File: config.mk
export PLATFORM = sky130hd
export DESIGN_NAME = dcbus_ctrl
export DESIGN_NICKNAME = d
export VERILOG_FILES = /design/src/rtl/dcbus_pkg.sv /design/src/rtl/dcbus_sync.sv /design/src/rtl/dcbus_conv_timer.sv /design/src/rtl/dcbus_dac_regs.sv /design/src/rtl/dcbus_ctrl.sv
export SDC_FILE = /design/constraint.sdc
export NUM_CORES = 1
export LEC_CHECK = 0
export BUFFER_PORTS_ARGS = -buffer_cell sky130_fd_sc_hd__buf_4
export CORE_UTILIZATION = 50
export CTS_CLUSTER_DIAMETER = 30
export DETAILED_ROUTE_END_ITERATION = 8
export PLACE_DENSITY = 0.78
export SKIP_LAST_GASP = 1
export SYNTH_ARGS = -nofsm -noshare
export SYNTH_HDL_FRONTEND = slang
export SYNTH_SLANG_ARGS = --single-unit
export TNS_END_PERCENT = 1
File: constraint.sdc
create_clock -name clk -period 2 [get_ports clk]
set_input_delay 0.4 -clock clk [delete_from_list [all_inputs] [get_ports clk]]
set_output_delay 0.4 -clock clk [all_outputs]
set_load 0.01 [all_outputs]
File: src/rtl/dcbus_pkg.sv
package dcbus_pkg;

  // synchronized bus control lines
  typedef struct packed {
    logic cs_n;
    logic sel_dac;
    logic ch_b;
    logic wr_n;
    logic rd_n;
  } ctl_t;

  localparam int CTL_W = 5;
  // idle bus: not selected, ADC, channel A, strobes high
  localparam logic [CTL_W-1:0] CTL_IDLE = 5'b10011;

  function automatic logic conv_start(ctl_t c, logic wr_fall);
    return !c.cs_n && !c.sel_dac && wr_fall;
  endfunction

  function automatic logic dac_load(ctl_t c, logic wr_fall);
    return !c.cs_n && c.sel_dac && wr_fall;
  endfunction

  function automatic logic bus_drive(ctl_t c);
    return !c.cs_n && !c.rd_n;
  endfunction

  function automatic logic dac_from_result(ctl_t c);
    return !c.rd_n;
  endfunction

  function automatic logic read_clear(ctl_t c, logic rd_fall, logic busy);
    return !c.cs_n && rd_fall && !busy;
  endfunction

  // interrupt next state: start wins, then completion, then read clear
  function automatic logic irq_next(logic cur, logic start, logic done, logic clr);
    if (start)     return 1'b1;
    else if (done) return 1'b0;
    else if (clr)  return 1'b1;
    else           return cur;
  endfunction

endpackage

File: src/rtl/dcbus_sync.sv
module dcbus_sync #(
  parameter int          W       = 8,
  parameter int          STAGES  = 2,
  parameter logic [W-1:0] RST_VAL = '0
) (
  input  logic         clk,
  input  logic         rst_n,
  input  logic [W-1:0] d,
  output logic [W-1:0] q
);

  logic [W-1:0] stg [STAGES];

  for (genvar g = 0; g < STAGES; g++) begin : g_stage
    if (g == 0) begin : g_first
      always_ff @(posedge clk or negedge rst_n) begin
        if (!rst_n) stg[g] <= RST_VAL;
        else        stg[g] <= d;
      end
    end else begin : g_next
      always_ff @(posedge clk or negedge rst_n) begin
        if (!rst_n) stg[g] <= RST_VAL;
        else        stg[g] <= stg[g-1];
      end
    end
  end

  assign q = stg[STAGES-1];

endmodule

File: src/rtl/dcbus_conv_timer.sv
module dcbus_conv_timer #(
  parameter int DW          = 8,
  parameter int BUSY_CYCLES = 16
) (
  input  logic          clk,
  input  logic          rst_n,
  input  logic          start,
  input  logic          start_ch,
  input  logic [DW-1:0] res_a,
  input  logic [DW-1:0] res_b,
  output logic          busy,
  output logic          done,
  output logic          ch,
  output logic [DW-1:0] result
);

  localparam int CW = (BUSY_CYCLES < 2) ? 1 : $clog2(BUSY_CYCLES);
  localparam logic [CW-1:0] LOAD = CW'(BUSY_CYCLES - 1);

  logic [CW-1:0] cnt;

  // completion: last busy cycle, unless a new start takes over
  assign done = busy && (cnt == '0) && !start;

  always_ff @(posedge clk or negedge rst_n) begin
    if (!rst_n) begin
      busy <= 1'b0;
      cnt  <= '0;
      ch   <= 1'b0;
    end else if (start) begin
      busy <= 1'b1;
      cnt  <= LOAD;
      ch   <= start_ch;
    end else if (done) begin
      busy <= 1'b0;
    end else if (busy) begin
      cnt  <= cnt - 1'b1;
    end
  end

  always_ff @(posedge clk or negedge rst_n) begin
    if (!rst_n)    result <= '0;
    else if (done) result <= ch ? res_b : res_a;
  end

endmodule

File: src/rtl/dcbus_dac_regs.sv
module dcbus_dac_regs #(
  parameter int DW     = 8,
  parameter int N_DACS = 2
) (
  input  logic          clk,
  input  logic          rst_n,
  input  logic          we,
  input  logic          sel,
  input  logic          use_result,
  input  logic [DW-1:0] bus_data,
  input  logic [DW-1:0] result,
  output logic [DW-1:0] dac_a,
  output logic [DW-1:0] dac_b
);

  logic [DW-1:0] regs [N_DACS];
  logic [DW-1:0] src;

  assign src = use_result ? result : bus_data;

  for (genvar g = 0; g < N_DACS; g++) begin : g_dac
    always_ff @(posedge clk or negedge rst_n) begin
      if (!rst_n)                         regs[g] <= '0;
      else if (we && (32'(sel) == g))     regs[g] <= src;
    end
  end

  assign dac_a = regs[0];
  assign dac_b = regs[1];

endmodule

File: src/rtl/dcbus_ctrl.sv
module dcbus_ctrl
  import dcbus_pkg::*;
#(
  parameter int DW          = 8,
  parameter int BUSY_CYCLES = 16,
  parameter int SYNC_STAGES = 2
) (
  input  logic          clk,
  input  logic          rst_n,
  input  logic          cs_n,
  input  logic          sel_dac,
  input  logic          ch_b,
  input  logic          wr_n,
  input  logic          rd_n,
  input  logic [DW-1:0] bus_in,
  input  logic [DW-1:0] adc_res_a,
  input  logic [DW-1:0] adc_res_b,
  output logic [DW-1:0] bus_out,
  output logic          bus_oe,
  output logic          irq_n,
  output logic [DW-1:0] dac_a,
  output logic [DW-1:0] dac_b,
  output logic          conv_busy,
  output logic          conv_ch
);

  localparam int SW = CTL_W + DW;
  localparam logic [SW-1:0] SYNC_RST = {CTL_IDLE, {DW{1'b0}}};

  // synchronized control and data (data kept aligned with the strobes)
  logic [SW-1:0] sync_d, sync_q;
  ctl_t          ctl_s;
  logic [DW-1:0] din_s;

  assign sync_d = {cs_n, sel_dac, ch_b, wr_n, rd_n, bus_in};

  dcbus_sync #(.W(SW), .STAGES(SYNC_STAGES), .RST_VAL(SYNC_RST)) u_sync (
    .clk  (clk),
    .rst_n(rst_n),
    .d    (sync_d),
    .q    (sync_q)
  );

  assign ctl_s = ctl_t'(sync_q[SW-1:DW]);
  assign din_s = sync_q[DW-1:0];

  // strobe edge detection
  logic wr_prev, rd_prev, wr_fall, rd_fall;

  always_ff @(posedge clk or negedge rst_n) begin
    if (!rst_n) begin
      wr_prev <= 1'b1;
      rd_prev <= 1'b1;
    end else begin
      wr_prev <= ctl_s.wr_n;
      rd_prev <= ctl_s.rd_n;
    end
  end

  assign wr_fall = wr_prev && !ctl_s.wr_n;
  assign rd_fall = rd_prev && !ctl_s.rd_n;

  // named internal events
  logic          start_evt, done_evt, rd_clr_evt, dac_we, cs_s;
  logic [DW-1:0] result_q;

  assign cs_s       = !ctl_s.cs_n;
  assign start_evt  = conv_start(ctl_s, wr_fall);
  assign dac_we     = dac_load(ctl_s, wr_fall);
  assign rd_clr_evt = read_clear(ctl_s, rd_fall, conv_busy);

  dcbus_conv_timer #(.DW(DW), .BUSY_CYCLES(BUSY_CYCLES)) u_timer (
    .clk     (clk),
    .rst_n   (rst_n),
    .start   (start_evt),
    .start_ch(ctl_s.ch_b),
    .res_a   (adc_res_a),
    .res_b   (adc_res_b),
    .busy    (conv_busy),
    .done    (done_evt),
    .ch      (conv_ch),
    .result  (result_q)
  );

  dcbus_dac_regs #(.DW(DW), .N_DACS(2)) u_dacs (
    .clk       (clk),
    .rst_n     (rst_n),
    .we        (dac_we),
    .sel       (ctl_s.ch_b),
    .use_result(dac_from_result(ctl_s)),
    .bus_data  (din_s),
    .result    (result_q),
    .dac_a     (dac_a),
    .dac_b     (dac_b)
  );

  // interrupt flag, active low
  logic irq_q;

  always_ff @(posedge clk or negedge rst_n) begin
    if (!rst_n) irq_q <= 1'b0;
    else        irq_q <= !irq_next(!irq_q, start_evt, done_evt, rd_clr_evt);
  end

  assign irq_n = !irq_q;

  // bus drive
  assign bus_oe  = bus_drive(ctl_s);
  assign bus_out = bus_oe ? result_q : '0;

endmodule

==> results_dict.tcl <==
set metrics [dict create \
    overflow 0 \
    tns_ns 0 \
    grt_pass1_vias 1591 \
    setup_violations 0 \
    async_flop_share 1.00 \
    hold_path.class "primary input to async pin" \
    yosys-top-cells-area "dfrtp_1, mux2_2, dfstp_2" \
    power_mw 3.57 \
    syn_avg_cell_area_sq_um 14.4 \
    power_density_nw_per_um2 1230 \
    yosysMostFrequentCell "dfrtp_1" \
    numCtsBuffers 9 \
    grt_pass1_wl_mm 7.67 \
    clockBufferDepth 2 \
    yosysWarningCount 0 \
    h-tree-depth 3 \
    clk_latency_ns 0.33 \
    final_max_slew_viol_count 0 \
    drive_gt1_frac 0.484 \
    die_height_microns 69.4 \
    routedWlPerCell_microns 16.9 \
    grt.busiest_layer "met2" \
    synth_area_sq_um 2270 \
    startpoint_type "register" \
    wl_mm 4.68 \
    syn_inst 157 \
    relSlewSlack 0.532 \
    gp_congestion 0.785 \
    initial_core_util 0.521 \
    vias_per_cell 5.29 \
    synth_common_cells "dfrtp_1, mux2_2, a21oi_1" \
    diodes 0 \
    dieArea_sq_um 4810 \
    syn_nets 190 \
    cts_tree "built" \
    ios 59 \
    clkTransAtPathRegs_ns 0.06 \
    netlist.area_leader.share 0.563 \
    seq_area_frac_synth 0.655 \
    use_met1 0.259 \
    track_usage 0.214 \
    dp_slack_ns 0.287 \
    worst_slack_ns 0.0518 \
    ir_drop_mv 0.773 \
    dpl.hpwl_mm 3.20 \
    post_cts.repair.setup_buffers 0 \
    root_buffer "clkbuf_8" \
    holdWs_ns 0.127 \
    drt_first_pass_iters 4 \
    synth_edf_count 0 \
    hold_viol 0 \
    synth_seq_cells 59 \
    maxCapViolations 0 \
    nets 253 \
    p_leak_nw 1.33 \
    critPathRequiredTime_ns 1.60 \
    multiInputGateArea_sq_um 702 \
    fmax_mhz 513 \
    rsz0062_at_grt "false" \
    cp-end-kind "output port" \
    io_buffers 58 \
    hold_buffers 0 \
    num_rows 24 \
    drt_first_iter_violations 70 \
    crit_arrival_ns 1.55 \
    critPathMaxFanout 10 \
    cts.repair.resized 0 \
    synth_top_cell_by_area "dfrtp_1" \
    drc 0 \
    num-fill-cells 302 \
    grt_use_met2 0.345 \
    clock_sinks 59 \
    antenna_found_initial 0 \
    grt_max_degree 60 \
    grt_use_met3 0.0610 \
    status "complete, no violations" \
    dr_total_vias 1465 \
    register_area_sq_um 1490 \
    ant_nets 0 \
    clock-skew-final_ns 0.00919 \
    worst-setup-path-type "register to output port" \
    period_share 0.974 \
    die_x_microns 69.4 \
    core-area_sq_um 4350 \
    synth_flop_cell "dfrtp_1" \
    finalCriticalPeriod_ns 1.95 \
    worstMarginPinSlew_ns 0.702 \
    yosysUniqueCellTypes 32 \
    synthToLayoutAreaGrowth_pct 27.5 \
]
## metal layers
metal,up-vias,wire (microns)
met5,-,0
met4,0,119
met3,10,222
met2,52,2410
met1,724,1930
li1,679,-
## sequential cells by signal, indices dropped and copies added, names as in the netlist
register / count
irq_q: 1
rd_prev: 1
u_timer.cnt: 4
u_sync.stg: 13
u_sync.q: 13
u_timer.result: 8
u_dacs.dac_a: 8
u_timer.ch: 1
u_timer.busy: 1
wr_prev: 1
u_dacs.dac_b: 8
## worst max-delay path, cell delays in order (launching register included)
cell and delay, ns:
dfstp_2 0.38, nor2_1 0.48, and2_1 0.23, buf_4 0.13
## power by group
| group | switching [mW] | internal [mW] | total, mW |
|---|---|---|---|
| registers | 0.204 | 1.48 | 1.69 |
| clock network | 0.428 | 0.515 | 0.942 |
| logic | 0.418 | 0.524 | 0.942 |
| total | 1.05 | 2.52 | 3.57 |
## cells by family after synthesis
| family | synth area share |
|---|---|
| muxes | 0.154 |
| DFF | 0.655 |
| buffers and inverters | 0.0353 |
| and+or+nand+nor | 0.0800 |
| AOI/OAI and AO/OA | 0.0640 |
| adders and majority gates | 0.0110 |
## cells in the final DEF, fill, tap and decap left out, types with 2 or more instances in the layout
cell type / instances
buf_4: 60
dfrtp_1: 51
mux2_2: 24
a21oi_1: 11
clkbuf_8: 11
a31oi_1: 9
and2_1: 8
mux2i_1: 8
dfstp_2: 8
nand2_1: 6
inv_1: 4
clkbuf_1: 3
and3_1: 2
ha_1: 2
clkinv_2: 2
## layout make-up
type / count / share of cell area
sequential: 59 / 0.514
tap: 52 / 0.0225
timing repair buffer: 60 / 0.156
clock buffer: 14 / 0.0563
multi-input combinational: 86 / 0.243
inverter: 4 / 0.00519
clock inverter: 2 / 0.00346
## metrics by stage
step / util / cells / area [sq um]
after floorplan: - / 157 / 2270
after global placement: 0.624 / 261 / 2720
after detailed placement: 0.624 / 261 / 2720
after CTS: 0.664 / 277 / 2890
after global routing: 0.664 / 277 / 2890
final: 0.664 / 277 / 2890
## path summary, 6_finish.rpt
path / to / depth (start not counted) / startpoint / slack, ns
max in group asynchronous: u_dacs.dac_b[4] / 1 / rst_n / 1.41
hold reg to reg: u_sync.q[6] / 0 / u_sync.stg[19] / 0.35
setup reg to reg: u_dacs.dac_a[3] / 3 / wr_prev / 0.26
hold / removal: u_dacs.dac_b[1] / 1 / rst_n / 0.13
min in group clk: u_sync.stg[15] / 1 / bus_in[2] / 0.18
setup / recovery: bus_out[3] / 3 / u_sync.q[12] / 0.05
Note: power is estimated with default switching activity, not from simulation.
